## src/rtl/pwcap_pkg.sv

```systemverilog
// Shared types and widths for the pulse-width capture receiver.
package pwcap_pkg;
    localparam int ENTRY_W = 16;
    localparam int LEN_W   = ENTRY_W - 1;

    typedef struct packed {
        logic             level;
        logic [LEN_W-1:0] len;
    } run_entry_t;

    typedef enum logic [1:0] {
        RX_OFF  = 2'd0,
        RX_RUN  = 2'd1,
        RX_STOP = 2'd2
    } rx_state_e;
endpackage

```

## src/rtl/pwcap_tick_div.sv

```systemverilog
// Tick divider: raises tick for one cycle every max(factor,1) clocks.
// Assumes factor may change at any time; the counter wraps on >= so it never runs away.
module pwcap_tick_div #(
    parameter int DIV_W = 8
) (
    input  logic             clk,
    input  logic             rst_n,
    input  logic [DIV_W-1:0] factor,
    input  logic             restart,
    output logic             tick
);
    logic [DIV_W-1:0] cnt_q;
    logic [DIV_W-1:0] last_v;

    // Last count value of one tick period.
    always_comb begin
        last_v = (factor == '0) ? '0 : factor - DIV_W'(1);
        tick   = !restart && (cnt_q == last_v);
    end

    // Cycle counter, cleared by reset or restart.
    always_ff @(posedge clk) begin
        if (!rst_n || restart) cnt_q <= '0;
        else if (cnt_q >= last_v) cnt_q <= '0;
        else cnt_q <= cnt_q + DIV_W'(1);
    end


    div_restart_chk: assert property (@(posedge clk) disable iff (!rst_n)
        restart |=> (cnt_q == '0));
endmodule

```

## src/rtl/pwcap_glitch_filter.sv

```systemverilog
// Glitch filter: registers the raw input once, then accepts a new level only
// after it has been seen for thr consecutive cycles (immediately when disabled
// or thr <= 1). Assumes thr is not changed while a candidate level is pending.
module pwcap_glitch_filter #(
    parameter int THR_W = 8
) (
    input  logic             clk,
    input  logic             rst_n,
    input  logic             sig_in,
    input  logic             en,
    input  logic [THR_W-1:0] thr,
    output logic             lvl
);
    logic             sync_q;
    logic             lvl_q;
    logic [THR_W-1:0] hold_q;
    logic             accept;

    // Input register stage.
    always_ff @(posedge clk) begin
        if (!rst_n) sync_q <= 1'b0;
        else        sync_q <= sig_in;
    end

    // Accept when the candidate has held for thr cycles including this one.
    always_comb begin
        accept = !en || ({1'b0, hold_q} + (THR_W+1)'(1) >= {1'b0, thr});
    end

    // Accepted level and consecutive-mismatch counter.
    always_ff @(posedge clk) begin
        if (!rst_n) begin
            lvl_q  <= 1'b0;
            hold_q <= '0;
        end else if (sync_q == lvl_q) begin
            hold_q <= '0;
        end else if (accept) begin
            lvl_q  <= sync_q;
            hold_q <= '0;
        end else begin
            hold_q <= hold_q + THR_W'(1);
        end
    end

    assign lvl = lvl_q;


    filt_stable_chk: assert property (@(posedge clk) disable iff (!rst_n)
        (en && thr >= THR_W'(2) && !$stable(lvl_q)) |-> ($past(sync_q, 2) == lvl_q));
endmodule

```

## src/rtl/pwcap_run_timer.sv

```systemverilog
// Run timer: measures each run of the filtered level in ticks, requests an
// entry write on every accepted change, on length saturation and on idle
// timeout (terminator with length 0), then stops until rx_en is dropped.
// Assumes at most one write request per cycle is accepted downstream.
module pwcap_run_timer
    import pwcap_pkg::*;
#(
    parameter int IDLE_W = 16
) (
    input  logic              clk,
    input  logic              rst_n,
    input  logic              tick,
    input  logic              lvl,
    input  logic              rx_en,
    input  logic [IDLE_W-1:0] idle_thr,
    output logic              wr_req,
    output run_entry_t        wr_entry,
    output logic              done
);
    localparam logic [LEN_W-1:0] LEN_MAX = '1;

    rx_state_e         state_q;
    logic              prev_q;
    logic [LEN_W-1:0]  len_q;
    logic [IDLE_W-1:0] quiet_q;
    logic              active;
    logic              edge_s;
    logic              quiet_hit;
    logic              len_full;

    // Event decode for the current cycle.
    always_comb begin
        active    = (state_q == RX_RUN) && rx_en;
        edge_s    = active && (lvl != prev_q);
        quiet_hit = (quiet_q >= idle_thr);
        len_full  = (len_q == LEN_MAX);
        wr_req    = edge_s || (active && tick && (quiet_hit || len_full));
        if (edge_s)         wr_entry = '{level: prev_q, len: len_q};
        else if (quiet_hit) wr_entry = '{level: lvl, len: '0};
        else                wr_entry = '{level: lvl, len: LEN_MAX};
        done      = (state_q == RX_STOP);
    end

    // State, previous level and the two tick counters.
    always_ff @(posedge clk) begin
        if (!rst_n) begin
            state_q <= RX_OFF;
            prev_q  <= 1'b0;
            len_q   <= '0;
            quiet_q <= '0;
        end else begin
            prev_q <= lvl;
            case (state_q)
                RX_OFF: if (rx_en) begin
                    state_q <= RX_RUN;
                    len_q   <= '0;
                    quiet_q <= '0;
                end
                RX_RUN: if (!rx_en) begin
                    state_q <= RX_OFF;
                end else if (edge_s) begin
                    len_q   <= tick ? LEN_W'(1) : '0;
                    quiet_q <= tick ? IDLE_W'(1) : '0;
                end else if (tick) begin
                    if (quiet_hit) begin
                        state_q <= RX_STOP;
                    end else begin
                        len_q   <= len_full ? LEN_W'(1) : len_q + LEN_W'(1);
                        quiet_q <= quiet_q + IDLE_W'(1);
                    end
                end
                default: if (!rx_en) state_q <= RX_OFF;
            endcase
        end
    end


    stop_quiet_chk: assert property (@(posedge clk) disable iff (!rst_n)
        (state_q == RX_STOP) |-> !wr_req);
endmodule

```

## src/rtl/pwcap_entry_mem.sv

```systemverilog
// Entry memory: stores entries at an incrementing write position, drops
// writes when full and flags that, and offers a combinational read port.
// Assumes a write-position reset takes priority over a same-cycle write.
module pwcap_entry_mem
    import pwcap_pkg::*;
#(
    parameter int DEPTH  = 16,
    parameter int ADDR_W = $clog2(DEPTH)
) (
    input  logic              clk,
    input  logic              rst_n,
    input  logic              wr_req,
    input  run_entry_t        wr_entry,
    input  logic              ptr_clr,
    input  logic [ADDR_W-1:0] rd_addr,
    output logic [ENTRY_W-1:0] rd_data,
    output logic [ADDR_W:0]   count,
    output logic              err
);
    localparam logic [ADDR_W:0] FULL_CNT = (ADDR_W+1)'(DEPTH);

    run_entry_t      store_q [DEPTH];
    logic [ADDR_W:0] cnt_q;
    logic            err_q;
    logic            full;
    logic            do_wr;

    // Write qualification.
    always_comb begin
        full  = (cnt_q == FULL_CNT);
        do_wr = wr_req && !full && !ptr_clr;
    end

    // Write position and sticky full-write error.
    always_ff @(posedge clk) begin
        if (!rst_n || ptr_clr) begin
            cnt_q <= '0;
            err_q <= 1'b0;
        end else if (wr_req) begin
            if (full) err_q <= 1'b1;
            else      cnt_q <= cnt_q + (ADDR_W+1)'(1);
        end
    end

    for (genvar i = 0; i < DEPTH; i++) begin : g_slot
        // One entry slot, written when the position points at it.
        always_ff @(posedge clk) begin
            if (!rst_n) store_q[i] <= '0;
            else if (do_wr && cnt_q == (ADDR_W+1)'(i)) store_q[i] <= wr_entry;
        end
    end

    // Combinational read.
    always_comb begin
        if (32'(rd_addr) < DEPTH) rd_data = store_q[rd_addr];
        else                      rd_data = '0;
    end

    assign count = cnt_q;
    assign err   = err_q;


    count_bound_chk: assert property (@(posedge clk) disable iff (!rst_n)
        cnt_q <= FULL_CNT);

    err_cause_chk: assert property (@(posedge clk) disable iff (!rst_n)
        $rose(err_q) |-> $past(wr_req && full));
endmodule

```

## src/rtl/pwcap_rx.sv

```systemverilog
// Pulse-width capture receiver top: divider, glitch filter, run timer and
// entry memory. Assumes sig_in is synchronous to clk or already synchronised.
module pwcap_rx
    import pwcap_pkg::*;
#(
    parameter int DIV_W  = 8,
    parameter int THR_W  = 8,
    parameter int IDLE_W = 16,
    parameter int DEPTH  = 16,
    parameter int ADDR_W = $clog2(DEPTH)
) (
    input  logic               clk,
    input  logic               rst_n,
    input  logic               sig_in,
    input  logic [DIV_W-1:0]   div_factor,
    input  logic               div_rst,
    input  logic               filt_en,
    input  logic [THR_W-1:0]   filt_thr,
    input  logic [IDLE_W-1:0]  idle_thr,
    input  logic               rx_en,
    input  logic               wptr_rst,
    input  logic [ADDR_W-1:0]  rd_addr,
    output logic [ENTRY_W-1:0] rd_data,
    output logic [ADDR_W:0]    wr_count,
    output logic               rx_done,
    output logic               rx_err
);
    logic       tick;
    logic       lvl;
    logic       wr_req;
    run_entry_t wr_entry;

    pwcap_tick_div #(.DIV_W(DIV_W)) u_div (
        .clk(clk), .rst_n(rst_n), .factor(div_factor),
        .restart(div_rst), .tick(tick)
    );

    pwcap_glitch_filter #(.THR_W(THR_W)) u_filt (
        .clk(clk), .rst_n(rst_n), .sig_in(sig_in),
        .en(filt_en), .thr(filt_thr), .lvl(lvl)
    );

    pwcap_run_timer #(.IDLE_W(IDLE_W)) u_timer (
        .clk(clk), .rst_n(rst_n), .tick(tick), .lvl(lvl),
        .rx_en(rx_en), .idle_thr(idle_thr),
        .wr_req(wr_req), .wr_entry(wr_entry), .done(rx_done)
    );

    pwcap_entry_mem #(.DEPTH(DEPTH), .ADDR_W(ADDR_W)) u_mem (
        .clk(clk), .rst_n(rst_n), .wr_req(wr_req), .wr_entry(wr_entry),
        .ptr_clr(wptr_rst), .rd_addr(rd_addr), .rd_data(rd_data),
        .count(wr_count), .err(rx_err)
    );


    off_no_write_chk: assert property (@(posedge clk) disable iff (!rst_n)
        !rx_en |-> !wr_req);
endmodule

```

## config.mk

```make
export PLATFORM = sky130hd
export DESIGN_NAME = pwcap_rx
export DESIGN_NICKNAME = d
export VERILOG_FILES = /design/src/rtl/pwcap_pkg.sv /design/src/rtl/pwcap_tick_div.sv /design/src/rtl/pwcap_glitch_filter.sv /design/src/rtl/pwcap_run_timer.sv /design/src/rtl/pwcap_entry_mem.sv /design/src/rtl/pwcap_rx.sv
export SDC_FILE = /design/constraint.sdc
export NUM_CORES = 1
export LEC_CHECK = 0
export ABC_CLOCK_PERIOD_IN_PS = 12500
export BUFFER_PORTS_ARGS = -buffer_cell sky130_fd_sc_hd__buf_2
export CAP_MARGIN = 20
export CORE_ASPECT_RATIO = 0.6
export CORE_UTILIZATION = 60
export CTS_CLUSTER_DIAMETER = 80
export DETAILED_ROUTE_END_ITERATION = 16
export PLACE_DENSITY = 0.83
export REMOVE_ABC_BUFFERS = 1
export SYNTH_ARGS = -nofsm -noshare
export SYNTH_HDL_FRONTEND = slang
export SYNTH_SLANG_ARGS = --single-unit
```

## constraint.sdc

```tcl
create_clock -name clk -period 12.5 [get_ports clk]
set_input_delay 0.625 -clock clk [delete_from_list [all_inputs] [get_ports clk]]
set_output_delay 0.625 -clock clk [all_outputs]
set_load 0.01 [all_outputs]
```

# == Word-level counts from Yosys, hierarchy flattened ==
# Memory sizes are Yosys's and may differ from the RTL's.
# Index checks and enable logic that the tools add are counted.
# totals
mem_count,1
regBits,58
out_inout_bits,23
ram_bits,256
elab_cells,204
# mem_list
name,depth,word_bits,rd,rd_clocked_by_memory_dff,write_ports,line_no,source
u_mem.store_q,16,16,1,0,16,pwcap_entry_mem.sv:22,run_entry_t store_q [DEPTH];
# classes
mux,90
addsub,7
n_lt_le_gt_ge,3
n_reduce_logical,44
n_eq_ne,30
bitwise_logic,19
# op_table
cell,n
$mux W16,22
$mux W15,7
$mux W1,51
$eq A5 B4 Y1 const B,8
$pmux W16 S2,1
$pmux W15 S2,1
$logic_and A1 B1 Y1,23
$eq A5 B3 Y1 const B,4
$add A16 B1 Y16 const B,1
$add A8 B1 Y8 const B,2
$ge A16 B16 Y1,1
$or A1 B1 Y1,16
$add A15 B1 Y15 const B,1
$eq A15 B15 Y1 const B,1
$mux W2,6
$eq A5 B2 Y1 const B,2
$reduce_and A5 Y1,2
$add A8 B1 Y9 const B,1
$ge A9 B8 Y1,1
$ne A3 B2 Y1 const B,3
$eq A8 B8 Y1,1
$ge A8 B8 Y1,1
$logic_not A8 Y1,1
$mux W8,1
21 further kinds,35

# == Depth between registers and ports, before layout ==
# depth
ltp_word,14
depth_mapped,16
ltp_nobuf,14

# == By module ==
# A second synthesis with hierarchy kept.
# unflattened
hier_cells,1275
hier_area_um2,15302.2
# modules_own_cells
mod,seq_area_each_um2,cells_each,area_each_um2,instances
pwcap_entry_mem,7807.5,808,11683.7,1
pwcap_run_timer,680.7,318,2341.0,1
pwcap_tick_div,160.2,81,650.6,1
pwcap_glitch_filter,200.2,68,626.9,1

# == Worst setup path after synthesis ==
# Ideal clock, no wire load.
# synth_path
path_type,input to register
from,in div_factor[0]
to,mem u_mem.store_q[1][0] (netlist name) (enable)
t_arrival_ns,4.825
cell_stages,13
slack_ns,7.264
required_ns,12.089
path_buffers,0
setup_ns,0.411
cell_sequence,inv_1 ha_1 nand2_1 or2_2 or4_1 and2_1 ha_1 nand2_1 nor4_1 o21ai_0 a211oi_1 nand2b_1 o21ai_0
# synth_rtl
item,line_no,source
from (decl),pwcap_rx.sv:15,"input logic [DIV_W-1:0] div_factor,"
to (decl),pwcap_entry_mem.sv:22,

==> run metrics <==
run status=complete, no violations; Vias/cell=6.30; number of global-route vias before repair=9,623; clock sinks=314; hold endpoint=u_filt.sync_q$_SDFF_PN0_; post-route setup TNS=0 ns; num rows=44; R2R Path Start=u_timer.quiet_q[14]$_SDFFE_PN0P_; MaxCap Viol Count=0; CP Max Fanout=9; reg2reg path depth=9; initial antenna violation count=4; vias=9,991; Initial DRC Count=1,209; first-pass GRT wire length=55.8 mm; nets=1,327; post_cts resized=0; Worst Skew=0.0156 ns; total wire length=37.0 mm; DRC Markers=0; num ports=66; RSZ-0062 raised after global routing=no; initial core utilization=0.613; Critical Path RT=12.77 ns; GRT Total Usage=0.302; post-synthesis sequential area ratio=0.596; Setup CP Type=in -> reg; clock root cell=clkbuf_16; hold path depth=2; clk_lat worst skew=0.57 ns; area of the multi-input gates=5640 sq um; First-pass DRT Iterations=8; Core Box Area=24,200 sq um; Final Setup Violations=0; crit path DAT=5.32 ns; hold buffer count at CTS=0; Reg2Reg Capture Point=u_mem.store_q[12][8]$_SDFFCE_PN0P_; setup bufs post-CTS=0; yosys warns=0; Final Cycle Share=0.404; predominant post-synthesis flop cell=edfxtp_1; Fmax=198 MHz; fill count=1,688; CP bufs+invs=3; Synth async-reset ratio=0; Worst Setup Start Kind=input port; Hold/Removal Path Class=in -> reg; Hold Crit Start=sig_in; crit-path max cell delay=0.68 ns; gp weighted congestion=0.892; Synth top area share=0.518; Slew headroom=0.287; Max VDD drop=0.000137 V; Synth Instances=1,190; top cell type by total area after synthesis=edfxtp_1; Synth area leaders=edfxtp_1 52%, mux4_2 12%, dfxtp_1 7.8%; fraction of layout cells with a size suffix above 1=0.202; CTS tree=built; Leak Pwr=6.60 nW; cell area after synthesis=14,800 sq um; largest net degree at the start of global routing=65; Avg Cell Area, Syn=12.5 sq um; endpoint type of the worst setup path=flip-flop; final worst path period need=5.05 ns; Num CTS Buffers=28; Total Power=2.23 mW; GRT overflow=0; Hold Vio Cnt, Final=0; Area Growth Syn to Fin=11.6%; Netlist cell types=48; H-tree depth=1; Final HPWL DP=24.6 mm; flop-to-flop setup slack=8.16 ns; Worst-path clk slew=0.06 ns; PD cells=134 nW/um^2; Final ANT Viol Nets=0; cell breakdown of the critical path=buf_2, inv_1, ha_1, nand2_1, or2_2, or4_1, and2_1, ha_1, nand2_1, nor4_1, o21ai_0, a211oi_1, nand2b_1, o21ai_1, buf_4; worst-margin pin slew=1.07 ns; number of synthesized register bits=314; CP top delay family=simple AND/OR/NAND/NOR gates; height of the die=124 um; Critical-path top delay cell=a211oi_1; EDFF count, synth=256; CTS Buffer Depth=3; fin. max-slew vios=0; sequential cell area=8850 sq um; count of input and output buffers=65; Die ar.=25,400 sq um; Die W=205 um; DR WL/cell=23.3 um
==> registers in the layout (all words and copies together) (netlist names) <==
| name | flops |
|---|---|
| u_timer.state_q | 2 |
| u_timer.len_q | 15 |
| u_mem.store_q | 256 |
| u_filt.sync_q | 1 |
| u_mem.err | 1 |
| u_mem.count | 5 |
| u_filt.hold_q | 8 |
| u_timer.quiet_q | 16 |
| u_filt.lvl | 1 |
| u_timer.prev_q | 1 |
| u_div.cnt_q | 8 |
==> worst max-delay path by stage <==
stage                   from                                   to  slack, ns  depth (start not counted)
3_5_place_dp   div_factor[0]   u_mem.store_q[12][7]$_SDFFCE_PN0P_       6.97                         15
5_1_grt        div_factor[0]  u_mem.store_q[12][14]$_SDFFCE_PN0P_       7.02                         15
6_report       div_factor[0]   u_mem.store_q[12][8]$_SDFFCE_PN0P_       7.45                         15
4_1_cts        div_factor[0]   u_mem.store_q[12][8]$_SDFFCE_PN0P_       7.56                         15
2_1_floorplan  div_factor[0]       u_timer.len_q[11]$_SDFFE_PN0P_       6.63                         14
3_3_place_gp   div_factor[0]  u_mem.store_q[12][14]$_SDFFCE_PN0P_       7.08                         15
==> area by class of cell <==
type / count / area share
clock inverters: 20 / 0.0127
flip-flops and latches: 314 / 0.535
inverters: 40 / 0.00907
well taps: 322 / 0.0243
multi-input cells: 763 / 0.341
diodes: 1 / 0.000151
repair buffers: 95 / 0.0336
clock buffers: 32 / 0.0445
==> cell families after synthesis <==
group	Yosys count	share of synthesized area
compound gates	119	0.0503
xor+xnor	31	0.0183
fa+ha+maj	42	0.0354
buf+inv	113	0.0299
flops	314	0.596
mux	84	0.124
simple gates	487	0.146
==> cell usage in the layout, fill, tap and decap left out, types with 5 or more instances in the layout <==
cell / count
nor2b_1: 12
dfxtp_1: 58
o21ai_1: 8
o2111ai_1: 8
clkinv_2: 8
inv_1: 40
nand2_1: 48
ha_1: 42
edfxtp_1: 256
and2_1: 8
o21ai_0: 21
nand3_2: 8
o211ai_1: 5
a21oi_1: 35
nor3_1: 6
buf_2: 64
a21oi_2: 10
nor2_1: 309
and3_1: 17
nand2b_1: 11
clkbuf_16: 29
mux4_2: 80
nand4_1: 7
nand3_1: 33
or3_1: 9
o31ai_2: 8
xor2_1: 27
buf_4: 30
==> per-layer routing <==
layer,vias to the layer above,track usage,part of all wire
li1,4438,-,-
met1,4926,0.439,0.41
met3,61,0.120,0.15
met2,566,0.431,0.42
met5,-,0,0
met4,0,0.0671,0.019
==> synth_stat cells, types with 10 or more instances <==
cell,count
o21ai_0,29
a21oi_1,45
ha_1,42
edfxtp_1,256
buf_1,11
o31ai_1,10
buf_2,12
nand3_1,33
and3_1,17
nand2b_1,11
dfxtp_1,58
mux4_2,80
inv_1,40
xor2_1,27
clkbuf_1,49
nand2_1,48
nor2_1,309
nor2b_1,12
==> power breakdown <==
group	internal, mW	switching [mW]	total (mW)
Clock	0.507	0.384	0.891
Combinational	0.0665	0.0940	0.160
Sequential	1.16	0.0124	1.17
Total	1.74	0.490	2.23
==> stage by stage <==
step	worst slack, ns	instances	hold slack, ns	area, sq um	utilization
6_report	7.45	1587	0.286	16600	0.683
3_5_place_dp	6.97	1532	0.481	15600	0.643
5_1_grt	7.02	1586	0.285	16500	0.683
4_1_cts	7.56	1584	0.281	16500	0.682
2_1_floorplan	6.63	1117	0.444	14500	-
3_3_place_gp	7.08	1532	0.465	15600	0.643
Note: power is estimated with default switching activity, not from simulation.
